`config.mk`:
```
export PLATFORM = sky130hd
export DESIGN_NAME = irqc_top
export DESIGN_NICKNAME = d
export VERILOG_FILES = /design/src/rtl/irqc_pkg.sv /design/src/rtl/irqc_sync.sv /design/src/rtl/irqc_pend.sv /design/src/rtl/irqc_prio.sv /design/src/rtl/irqc_top.sv
export SDC_FILE = /design/constraint.sdc
export NUM_CORES = 1
export LEC_CHECK = 0
export ABC_AREA = 1
export CAP_MARGIN = 40
export CORE_MARGIN = 1.5
export CORE_UTILIZATION = 55
export CTS_CLUSTER_SIZE = 14
export DETAILED_ROUTE_END_ITERATION = 16
export PLACE_DENSITY = 0.88
export SKIP_LAST_GASP = 1
export SYNTH_ARGS = -nofsm -noshare
export SYNTH_HDL_FRONTEND = slang
export SYNTH_HIERARCHICAL = 1
export SYNTH_SLANG_ARGS = --single-unit
```
`constraint.sdc`:
```
create_clock -name clk -period 4.62 [get_ports clk]
set_input_delay 1.386 -clock clk [delete_from_list [all_inputs] [get_ports clk]]
set_output_delay 1.386 -clock clk [all_outputs]
set_load 0.05 [all_outputs]
```
`src/rtl/irqc_pkg.sv`:
```
// Shared constants and types for the interrupt controller.
package irqc_pkg;
    localparam int unsigned IRQC_LINES = 16;

    // Mask select values on the write port.
    typedef enum logic {
        MSEL_IRQ  = 1'b0,
        MSEL_WAKE = 1'b1
    } mask_sel_e;
endpackage

```
`src/rtl/irqc_sync.sv`:
```
// Multi-flop synchronizer bank. Brings every asynchronous line into the clk
// domain. Assumes each input pulse is wider than one clk period.
module irqc_sync #(
    parameter int unsigned N_LINES = 16,
    parameter int unsigned STAGES  = 2
) (
    input  logic               clk,
    input  logic               rst_n,
    input  logic [N_LINES-1:0] async_i,
    output logic [N_LINES-1:0] sync_o
);
    logic [N_LINES-1:0] stage_q [STAGES];

    for (genvar s = 0; s < STAGES; s++) begin : g_stage
        if (s == 0) begin : g_first
            // Capture the raw lines.
            always_ff @(posedge clk) begin
                if (!rst_n) stage_q[0] <= '0;
                else        stage_q[0] <= async_i;
            end
        end else begin : g_next
            // Shift through the chain.
            always_ff @(posedge clk) begin
                if (!rst_n) stage_q[s] <= '0;
                else        stage_q[s] <= stage_q[s-1];
            end


            sync_shift_chk: assert property (@(posedge clk) disable iff (!rst_n)
                $past(rst_n) |-> stage_q[s] == $past(stage_q[s-1]));
        end
    end

    assign sync_o = stage_q[STAGES-1];
endmodule

```
`src/rtl/irqc_pend.sv`:
```
// Edge detection and pending bits. Sets a bit on a rising synchronized
// level and clears it on a clear request. A set wins over a clear in the
// same cycle. Also exposes the next-state value for the output stage.
module irqc_pend #(
    parameter int unsigned N_LINES = 16,
    localparam int unsigned IDX_W  = $clog2(N_LINES)
) (
    input  logic               clk,
    input  logic               rst_n,
    input  logic [N_LINES-1:0] sync_i,
    input  logic               clr_en_i,
    input  logic [IDX_W-1:0]   clr_idx_i,
    output logic [N_LINES-1:0] pend_o,
    output logic [N_LINES-1:0] pend_nxt_o
);
    logic [N_LINES-1:0] prev_q;
    logic [N_LINES-1:0] pend_q;
    logic [N_LINES-1:0] rise;

    assign rise = sync_i & ~prev_q;

    // Next pending state: clear the acknowledged line, then apply new edges.
    always_comb begin
        pend_nxt_o = pend_q;
        if (clr_en_i) pend_nxt_o[clr_idx_i] = 1'b0;
        pend_nxt_o = pend_nxt_o | rise;
    end

    // Register the previous level and the pending bits.
    always_ff @(posedge clk) begin
        if (!rst_n) begin
            prev_q <= '0;
            pend_q <= '0;
        end else begin
            prev_q <= sync_i;
            pend_q <= pend_nxt_o;
        end
    end

    assign pend_o = pend_q;

    for (genvar i = 0; i < N_LINES; i++) begin : g_chk

        edge_sets_pend_chk: assert property (@(posedge clk) disable iff (!rst_n)
            rise[i] |=> pend_q[i]);
    end


    ack_clears_pend_chk: assert property (@(posedge clk) disable iff (!rst_n)
        (clr_en_i && !rise[clr_idx_i]) |=> !pend_q[$past(clr_idx_i)]);


    ack_edge_keeps_chk: assert property (@(posedge clk) disable iff (!rst_n)
        (clr_en_i && rise[clr_idx_i]) |=> pend_q[$past(clr_idx_i)]);
endmodule

```
`src/rtl/irqc_prio.sv`:
```
// Fixed-priority encoder: lowest set index wins. Returns index 0 when
// nothing is set. Purely combinational.
module irqc_prio #(
    parameter int unsigned N_LINES = 16,
    localparam int unsigned IDX_W  = $clog2(N_LINES)
) (
    input  logic [N_LINES-1:0] act_i,
    output logic [IDX_W-1:0]   idx_o,
    output logic               any_o
);
    // Scan from the lowest-priority end so the lowest index is written last.
    always_comb begin
        idx_o = '0;
        for (int i = N_LINES - 1; i >= 0; i--) begin
            if (act_i[i]) idx_o = IDX_W'(i);
        end
        any_o = |act_i;
    end
endmodule

```
`src/rtl/irqc_top.sv`:
```
// Interrupt controller top. Holds the interrupt and wake masks, drives the
// registered request, wake and vector outputs, and holds the vector while a
// request is outstanding. Assumes ack_i is a single-cycle pulse from the core.
module irqc_top #(
    parameter int unsigned N_LINES = irqc_pkg::IRQC_LINES,
    localparam int unsigned VEC_W  = $clog2(N_LINES)
) (
    input  logic               clk,
    input  logic               rst_n,
    input  logic [N_LINES-1:0] irq_i,
    input  logic               wr_en_i,
    input  logic               wr_addr_i,
    input  logic [N_LINES-1:0] wr_data_i,
    input  logic               ack_i,
    output logic               req_o,
    output logic [VEC_W-1:0]   vec_o,
    output logic               wake_o
);
    import irqc_pkg::*;

    logic [N_LINES-1:0] sync_w;
    logic [N_LINES-1:0] pend_w, pend_nxt_w;
    logic [N_LINES-1:0] irq_msk_q, wake_msk_q;
    logic [N_LINES-1:0] irq_msk_nxt, wake_msk_nxt;
    logic [N_LINES-1:0] act_nxt;
    logic [VEC_W-1:0]   win_idx;
    logic               win_any;
    logic               clr_en;
    logic               hold_vec;

    irqc_sync #(.N_LINES(N_LINES), .STAGES(2)) u_sync (
        .clk     (clk),
        .rst_n   (rst_n),
        .async_i (irq_i),
        .sync_o  (sync_w)
    );

    assign clr_en = ack_i & req_o;

    irqc_pend #(.N_LINES(N_LINES)) u_pend (
        .clk        (clk),
        .rst_n      (rst_n),
        .sync_i     (sync_w),
        .clr_en_i   (clr_en),
        .clr_idx_i  (vec_o),
        .pend_o     (pend_w),
        .pend_nxt_o (pend_nxt_w)
    );

    // Next mask values from the write port.
    always_comb begin
        irq_msk_nxt  = irq_msk_q;
        wake_msk_nxt = wake_msk_q;
        if (wr_en_i) begin
            if (mask_sel_e'(wr_addr_i) == MSEL_WAKE) wake_msk_nxt = wr_data_i;
            else                                     irq_msk_nxt  = wr_data_i;
        end
    end

    assign act_nxt = pend_nxt_w & irq_msk_nxt;

    irqc_prio #(.N_LINES(N_LINES)) u_prio (
        .act_i (act_nxt),
        .idx_o (win_idx),
        .any_o (win_any)
    );

    // Keep the shown vector while it is still requesting and not acknowledged.
    assign hold_vec = req_o & ~ack_i & act_nxt[vec_o];

    // Register the masks and the outputs.
    always_ff @(posedge clk) begin
        if (!rst_n) begin
            irq_msk_q  <= '0;
            wake_msk_q <= '0;
            req_o      <= 1'b0;
            wake_o     <= 1'b0;
            vec_o      <= '0;
        end else begin
            irq_msk_q  <= irq_msk_nxt;
            wake_msk_q <= wake_msk_nxt;
            req_o      <= win_any;
            wake_o     <= |(pend_nxt_w & wake_msk_nxt);
            if (!hold_vec) vec_o <= win_idx;
        end
    end


    req_vec_valid_chk: assert property (@(posedge clk) disable iff (!rst_n)
        req_o |-> (pend_w[vec_o] && irq_msk_q[vec_o]));


    vec_hold_chk: assert property (@(posedge clk) disable iff (!rst_n)
        (req_o && !ack_i && !wr_en_i) |=> $stable(vec_o));


    no_req_when_masked_chk: assert property (@(posedge clk) disable iff (!rst_n)
        (irq_msk_q == '0) |-> !req_o);


    no_wake_when_masked_chk: assert property (@(posedge clk) disable iff (!rst_n)
        (wake_msk_q == '0) |-> !wake_o);


    idle_vec_zero_chk: assert property (@(posedge clk) disable iff (!rst_n)
        !req_o |-> (vec_o == '0));
endmodule

```
# Yosys cells after proc, flatten, opt, wreduce, memory -nomap -nowiden
# Memories as Yosys holds them, arrays and structs flattened.
# Index checks and enable logic that the tools add are counted.
[totals] reg_bits=70 latchBits=0 ramBits=32 rom_bits=0 input_bits=37 wordCells=55 n_memories=1
[mem_list] name="u_sync.stage_q" words=2 width=16 read_ports=2 rd_ports_with_merged_regs=0 wr=2 line="irqc_sync.sv:12" rtl="logic [N_LINES-1:0] stage_q [STAGES];"
[classes] n_addsub=0 mul=0 div=0 n_lt_le_gt_ge=2 n_eq_ne=0 n_shift=0 muxes=29 bitwise=13 reduce_logical=3
[ops] operator="two-way mux 16 bit" n=7
[ops] operator="AND 16 bit" n=4
[ops] operator="two-way mux 4 bit" n=16
[ops] operator="NOT 16 bit" n=2
[ops] operator="OR reduction 16 bit" n=2
[ops] operator="OR 16 bit" n=1
[ops] operator="< comparator 4 x 5 -> 1 bit (second input constant)" n=1
[ops] operator="binary-select mux 1 bit (select 4 bit)" n=1
[ops] operator="demux 1 bit (select 4 bit)" n=1
[ops] operator=">= comparator 4 x 1 -> 1 bit (second input constant)" n=1
[ops] operator="two-way mux 1 bit" n=4
[ops] operator="AND 1 bit" n=3
[ops] operator="OR 1 bit" n=2
[ops] operator="logical AND 1 bit" n=1
[ops] operator="NOT 1 bit" n=1

# Longest topological paths before layout
# Gate-level depths: netlist of run 1.
[depth] word_depth=25 depth_mapped=26 mapped_depth_nobuf=26

# Cells and area by module
# Netlist of run 1, hierarchy kept.
[by_module_without_submodules] mod="irqc_top" instances=1 cells_each=277 area_per_inst_um2=1959.4
[by_module_without_submodules] mod="irqc_pend" instances=1 cells_each=176 area_per_inst_um2=1255.0
[by_module_without_submodules] mod="irqc_sync" instances=1 cells_each=99 area_per_inst_um2=914.6
[by_module_without_submodules] mod="irqc_prio" instances=1 cells_each=49 area_per_inst_um2=209.0

# Worst setup path before layout of run 1
# No wires, ideal clock.
[synth_timing] path_kind="input-to-reg" start="input port ack_i" end="register vec_o[0]" setup_time_ns=0.064 arrival_time_ns=2.941 required_time_ns=4.556 slack_ns=1.615 cell_stages=26 cell_sequence="nand2_1 > inv_1 > nand3_2 > o21ai_1 > nand2_1 > inv_1 > nor2_1 > inv_1 > nand2_1 > nand2_1 > nand2_1 > nand2_1 > nand2_1 > nand2_1 > nand2_1 > nand2_1 > nand2_1 > nand2_1 > nand2_1 > nand2_1 > nand2_1 > a21oi_2 > inv_1 > nand2_1 > nand2_1 > nor2_1"
[synth_via] word_cells_on_any_way=25 classes_between="19 x mux; 6 x bitwise"
[synth_rtl] item="from (decl)" line="irqc_top.sv:14" rtl="input logic ack_i,"
[synth_rtl] item="AND 1 bit" line="irqc_top.sv:38" rtl="assign clr_en = ack_i & req_o;"
[synth_rtl] item="named net clr_en" line="irqc_top.sv:28" rtl="logic clr_en;"
[synth_rtl] item="two-way mux 16 bit" line="irqc_pend.sv:25" rtl="if (clr_en_i) pend_nxt_o[clr_idx_i] = 1'b0;"
[synth_rtl] item="OR 16 bit" line="irqc_pend.sv:26" rtl="pend_nxt_o = pend_nxt_o | rise;"
[synth_rtl] item="named net pend_nxt_w[14]" line="irqc_top.sv:22" rtl="logic [N_LINES-1:0] pend_w, pend_nxt_w;"
[synth_rtl] item="AND 16 bit" line="irqc_top.sv:60" rtl="assign act_nxt = pend_nxt_w & irq_msk_nxt;"
[synth_rtl] item="named net act_nxt[14]" line="irqc_top.sv:25" rtl="logic [N_LINES-1:0] act_nxt;"
[synth_rtl] item="two-way mux 4 bit (15 in a row)" line="irqc_prio.sv:15" rtl="if (act_i[i]) idx_o = IDX_W'(i);"
[synth_rtl] item="named net win_idx[0]" line="irqc_top.sv:26" rtl="logic [VEC_W-1:0] win_idx;"
[synth_rtl] item="to (signal assigned)" line="irqc_top.sv:84" rtl="if (!hold_vec) vec_o <= win_idx;"
[synth_rtl] item="to (decl)" line="irqc_top.sv:16" rtl="output logic [VEC_W-1:0] vec_o,"
# The timed path passes the listed nets, and every way through them passes these cells. The select of a mux whose other input is x is not followed.
# A chain may end at the register's enable or synchronous reset.

# Final worst setup path of run 1
[layout_timing] start="input port wr_en_i" end="register vec_o[0]"
[layout_via] elab_chain_len=18 word_cells_on_any_way=21 classes_between="19 x mux; 2 x bitwise"
[layout_lines] item="from (decl)" line="irqc_top.sv:11" rtl="input logic wr_en_i,"
[layout_lines] item="two-way mux 16 bit" line="irqc_top.sv:54" rtl="if (wr_en_i) begin"
[layout_lines] item="AND 16 bit" line="irqc_top.sv:60"
[layout_lines] item="named net act_nxt[15]" line="irqc_top.sv:25"
[layout_lines] item="two-way mux 4 bit (16 in a row)" line="irqc_prio.sv:15"
[layout_lines] item="named net win_idx[0]" line="irqc_top.sv:26"
# The timed path passes the listed nets, and every way through them passes these cells. The select of a mux whose other input is x is not followed.

==> flow_summary.ini, run 1 <==
[outcome]
status = complete, no violations

[critical_path]
worst_path_dominant_cell_family = simple AND/OR/NAND/NOR gates
cpPeakStageDelay_ns = 0.77
r2r_slack_ns = 2.24
worstPathMaxFanout = 10
crit_buf_inv = 4
cp-start-kind = input port
r2r_cells = 24
crit-reg2reg-launch = vec_o[2]
cp_slowest_cell = clkdlybuf4s50_1
crit_required_ns = 4.92
criticalPathCategory = input port to flip-flop
reg2reg_to = vec_o[0]
cp.arrival_ns = 3.88
cpMostUsedCell = nand2_1
crit_path_end_kind = flip-flop

[placement]
dpl_worst_slack_ns = 0.723
hpwl_microns = 6320
place_congestion = 0.928
placed_cell_area_sq_mm = 0.00482
port_buffers = 42

[logic_synthesis]
synth_seq_cells = 102
avgSynthCellArea_sq_um = 7.22
syn_nets = 638
synthTopCellsByArea = dfxtp_1, nand2_1, inv_1
synth_seq_area_share = 0.471
synth.most_common_cell = nand2_1
netlist_area_sq_mm = 0.00434
synthFlopType = dfxtp_1
synth_top_area_cell = dfxtp_1
ys_warn_count = 6
synth_edf_count = 0
synth_cell_types = 32
synth_top_cells_by_count = nand2_1, inv_1, dfxtp_1, nor2_1, nand3_1
ys_async_sr_fraction = 0
synthCells = 601
netlist.area_leader.share = 0.471

[route]
drt-pass1-iter-count = 5
drt_wl_total_microns = 8400
drt_iter0_markers = 165
vias = 3591
routed_via_density = 4.78
remaining_drc_errors = 0
routedWlPerCell_microns = 11.2
postRouteAntennaNets = 0

[die]
die_w_microns = 91.8
core.rowCount = 32
io_pins = 43
initial_core_util = 0.564
coreArea_sq_mm = 0.00769
die_h_microns = 91.8
dieArea_sq_mm = 0.00843

[timing]
slew_violations = 0
final-setup-viol-count = 0
worst_pin_slew_ns = 0.497
post-route-period-util = 0.774
relSlewSlack = 0.667
fin_ws_ns = 1.04
rsz0062_at_grt = no
hold_violations = 0
fin_skew_ns = 0.0114
max_freq_mhz = 279
min_period_ns = 3.58
tns_ns = 0

[power]
ir_drop_mv = 0.262
p_leak_nw = 2.58
fin_total_pwr_mw = 1.81
p_per_area_mw_per_mm2 = 361

[clock_network]
clock_tree.root_cell = clkbuf_8
holdBufCountCts = 0
clock_latency_ns = 0.37
cts_setup_buffers = 0
cts_tree = built
cts_num_sinks = 102
cts_buffers = 9
cts.clk_slew.worst_paths_ns = 0.10
cts_resized = 0
clockBufferDepth = 2
htree_levels = 3

[grt]
grt_max_degree = 54
grt_overflow = 0
grt_pass1_wl_microns = 14200
antenna_found_initial = 0
grt_pass1_vias = 3331
grt.total_usage = 0.212

[final_layout]
antenna_cells = 0
fill_cells = 660
drive_gt1_frac = 0.0862
area_growth_pct = 15.9
finish.utilization = 0.654
fin_nets = 682
finalInstanceArea_sq_mm = 0.00503

[job]
cap_viol_max_count = 0

[worst_hold_path]
hp-class = flip-flop to flip-flop
hold_start = u_sync/stage_q[0][11]
hold_end = u_sync/stage_q[1][11]
whs_path_depth = 2
[state kept, by name (all words and copies together) (netlist names)]
| signal | flops |
|---|---|
| u_pend/prev_q | 16 |
| wake_msk_q | 16 |
| req_o | 1 |
| irq_msk_q | 16 |
| vec_o | 4 |
| wake_o | 1 |
| u_sync/stage_q | 32 |
| u_pend/pend_o | 16 |
[worst reg2reg max path: stages, from the launching register on]
cell	delay, ns
dfxtp_1	0.62
nand3_2	0.19
o21ai_1	0.19
nand2_1	0.09
inv_1	0.09
nor2_1	0.06
inv_1	0.06
nand2_1	0.06
nand2_1	0.06
nand2_1	0.04
nand2_1	0.06
nand2_1	0.05
nand2_1	0.05
nand2_1	0.05
nand2_1	0.06
nand2_1	0.05
nand2_1	0.05
nand2_1	0.04
nand2_1	0.05
nand2_1	0.06
a21oi_2	0.10
inv_1	0.04
nand2_1	0.05
nand2_1	0.04
nor2_1	0.09
[report_power, final]
group          internal (mW)  switching (mW)  total (mW)
logic                  0.111           0.181       0.293
registers              0.924          0.0236       0.947
clock network          0.261           0.314       0.575
[layout by cell type, fill, tap and decap left out, types with 2 or more instances in the layout]
cell type,count
a21oi_1,20
buf_4,3
clkbuf_8,9
clkdlybuf4s50_1,42
dfxtp_1,102
inv_1,131
inv_2,7
inv_8,2
mux2i_1,13
nand2_1,143
nand2_2,14
nand3_1,43
nand3_2,5
nand4_1,3
nor2_1,69
nor3_1,3
o21ai_0,2
o21ai_1,7
o21bai_1,6
o22ai_1,6
or2_2,4
[worst max-delay path by stage]
stage | end | startpoint | cells after the start | slack (ns)
floorplan | vec_o[0] | ack_i | 26 | 1.61
global placement | vec_o[0] | wr_en_i | 25 | 0.85
detailed placement | vec_o[0] | wr_en_i | 25 | 0.72
CTS | vec_o[0] | wr_en_i | 25 | 1.11
global route | vec_o[0] | wr_en_i | 25 | 0.70
finish | vec_o[0] | wr_en_i | 25 | 1.04
[layout make-up]
cell class | count | area, sq um | area share
Sequential cell | 102 | 2040 | 0.406
Multi-Input combinational cell | 346 | 1660 | 0.329
Inverter | 140 | 528 | 0.105
Timing Repair Buffer | 46 | 470 | 0.0936
Clock buffer | 10 | 128 | 0.0254
Tap cell | 102 | 128 | 0.0254
Clock inverter | 6 | 77.6 | 0.0154
[routing by layer]
| metal | vias up | track usage | part of all wire |
|---|---|---|---|
| met2 | 113 | 0.358 | 0.46 |
| met3 | 15 | 0.0439 | 0.057 |
| li1 | 1872 | - | - |
| met5 | - | 0 | 0 |
| met4 | 0 | 0.0833 | 0.016 |
| met1 | 1591 | 0.266 | 0.47 |
[logic make-up after synthesis]
group / share of synthesized area
simple gates: 0.295
buf+inv: 0.148
flops: 0.471
compound gates: 0.0565
mux: 0.0300
[metrics by stage]
| stage | std cells | hold WS, ns |
|---|---|---|
| after global routing | 752 | 0.431 |
| after global placement | 735 | 0.393 |
| after floorplan | 601 | 0.386 |
| final | 752 | 0.412 |
| after CTS | 752 | 0.415 |
| after detailed placement | 736 | 0.398 |
Power figures use the tool's default switching activity.
==> run 2, diff against run 1 <==
CORE_UTILIZATION = 51   (was 55)
PLACE_DENSITY = 0.86   (was 0.88)
clock period = 3.25 ns   (was 4.62 ns; I/O delays follow)
==> run 2 against run 1 <==
Net effect:
- flip-flop and latch count unchanged
- setup slack worse by 0.82 ns
- final cell count is 1.6% higher
- combinational power increased by 49%
- sequential power grew 41%
- count of clock-buffer cells in the layout stayed put
- cell area grew 0.60%
- die area increased by 7.6%
- utilization decreased by 3.8 points
- clock skew decreased by 0.0022 ns
- via count up 3.1%
- largest cell class unchanged
==> flow_summary.ini, run 2 (synthesized netlist as in run 1, its figures left out) <==
[final_layout]
largest_reg_flops = 32
regMostFlops = u_sync/stage_q
fin_nets = 691
final_cells = 764
antenna_cells = 0
final_common_cell = nand2_1
finalInstanceArea_sq_mm = 0.00506
drive_gt1_frac = 0.0986
area_growth_pct = 16.6
final_cell_mix = nand2_1, inv_1, dfxtp_1

[critical_path]
cp-start-kind = input port
r2r_slack_ns = 0.94
reg2reg_to = vec_o[0]
worstPathMaxFanout = 6
r2r_cells = 25
crit_path_end_kind = flip-flop
cp.arrival_ns = 3.33
crit-reg2reg-launch = vec_o[1]
crit_required_ns = 3.56
criticalPathCategory = input port to flip-flop

[clock_network]
clock_tree.root_cell = clkbuf_8
cts_tree = built
htree_levels = 3
cts_setup_buffers = 0
cts.clk_slew.worst_paths_ns = 0.10
cts_buffers = 9
cts_num_sinks = 102
cts_resized = 0
clockBufferDepth = 2
holdBufCountCts = 0
clock_latency_ns = 0.36

[timing]
holdWs_ns = 0.419
slew_violations = 0
final-setup-viol-count = 0
fin_ws_ns = 0.225
worst_pin_slew_ns = 0.500
max_freq_mhz = 331
fin_skew_ns = 0.00912
post-route-period-util = 0.931
rsz0062_at_grt = no
tns_ns = 0
relSlewSlack = 0.666
min_period_ns = 3.03
hold_violations = 0

[die]
die_w_microns = 95.2
io_pins = 43
initial_core_util = 0.528
core.rowCount = 33
dieArea_sq_mm = 0.00907
die_h_microns = 95.2
coreArea_sq_mm = 0.00822

[power]
p_leak_nw = 2.60
p_per_area_mw_per_mm2 = 496
ir_drop_mv = 0.361

[placement]
placed_cells = 748
port_buffers = 42
place_congestion = 0.966
placed_cell_area_sq_mm = 0.00487
dpl_worst_slack_ns = -0.0423
hpwl_microns = 6460

[outcome]
status = complete, no violations

[worst_hold_path]
hold_end = u_sync/stage_q[1][13]
whs_path_depth = 2
hp-class = flip-flop to flip-flop
hold_start = u_sync/stage_q[0][13]

[route]
postRouteAntennaNets = 0
routedWlPerCell_microns = 11.4
drt_wl_total_microns = 8740
routed_via_density = 4.85
drt-pass1-iter-count = 7
drt_iter0_markers = 217
remaining_drc_errors = 0
vias = 3702

[grt]
grt.total_usage = 0.204
grt_overflow = 0
antenna_found_initial = 0
grt_max_degree = 35
grt_pass1_vias = 3345
grt_pass1_wl_microns = 14300

[job]
cap_viol_max_count = 0
## run 2: per-stage QoR
stage                util  total power [mW]
finish              0.616              2.51
global route        0.616              2.64
global placement    0.593              1.79
detailed placement  0.593              1.80
floorplan               -              1.65
CTS                 0.616              2.53
## run 2: area by class of cell
cell class / instances / area, sq um
Inverter: 140 / 528
Clock inverter: 6 / 56.3
Clock buffer: 10 / 128
Timing Repair Buffer: 55 / 518
Tap cell: 105 / 131
Fill cell: 720 / 3160
Multi-Input combinational cell: 346 / 1660
Sequential cell: 102 / 2040
## run 2: how the worst max path moves through the flow
stage,start,to,depth (start not counted)
after floorplan,ack_i,vec_o[0],26
after CTS,ack_i,vec_o[0],24
final,ack_i,vec_o[0],24
after global placement,ack_i,vec_o[0],24
after detailed placement,ack_i,vec_o[0],24
after global routing,ack_i,vec_o[0],24
## run 2: routing by layer
layer	vias to the layer above	share of wire	track usage
li1	1889	-	-
met1	1663	0.43	0.236
met2	132	0.48	0.361
met3	18	0.068	0.0566
met4	0	0.018	0.0684
met5	-	0	0
## run 2: power by group
part / switching, mW / total, mW / leakage (nW) / internal, mW
Sequential: 0.0264 / 1.34 / 0.838 / 1.31
Combinational: 0.273 / 0.438 / 1.68 / 0.165
Clock: 0.442 / 0.732 / 0.0823 / 0.290
## run 2: worst max-delay path, cell delays in order
cell	delay, ns
clkdlybuf4s50_1	0.48
nand2_1	0.06
inv_1	0.08
buf_4	0.15
nand3_1	0.17
o21bai_1	0.22
nand2_1	0.13
inv_1	0.10
nor2_1	0.06
inv_2	0.06
nand2_1	0.05
nand2_1	0.06
nand2_1	0.05
nand2_1	0.05
nand2_1	0.05
nand2_1	0.06
nand2_1	0.05
nand2_1	0.06
nand2_1	0.07
a21oi_2	0.12
inv_1	0.05
nand2_1	0.05
nand2_1	0.04
nor2_1	0.09
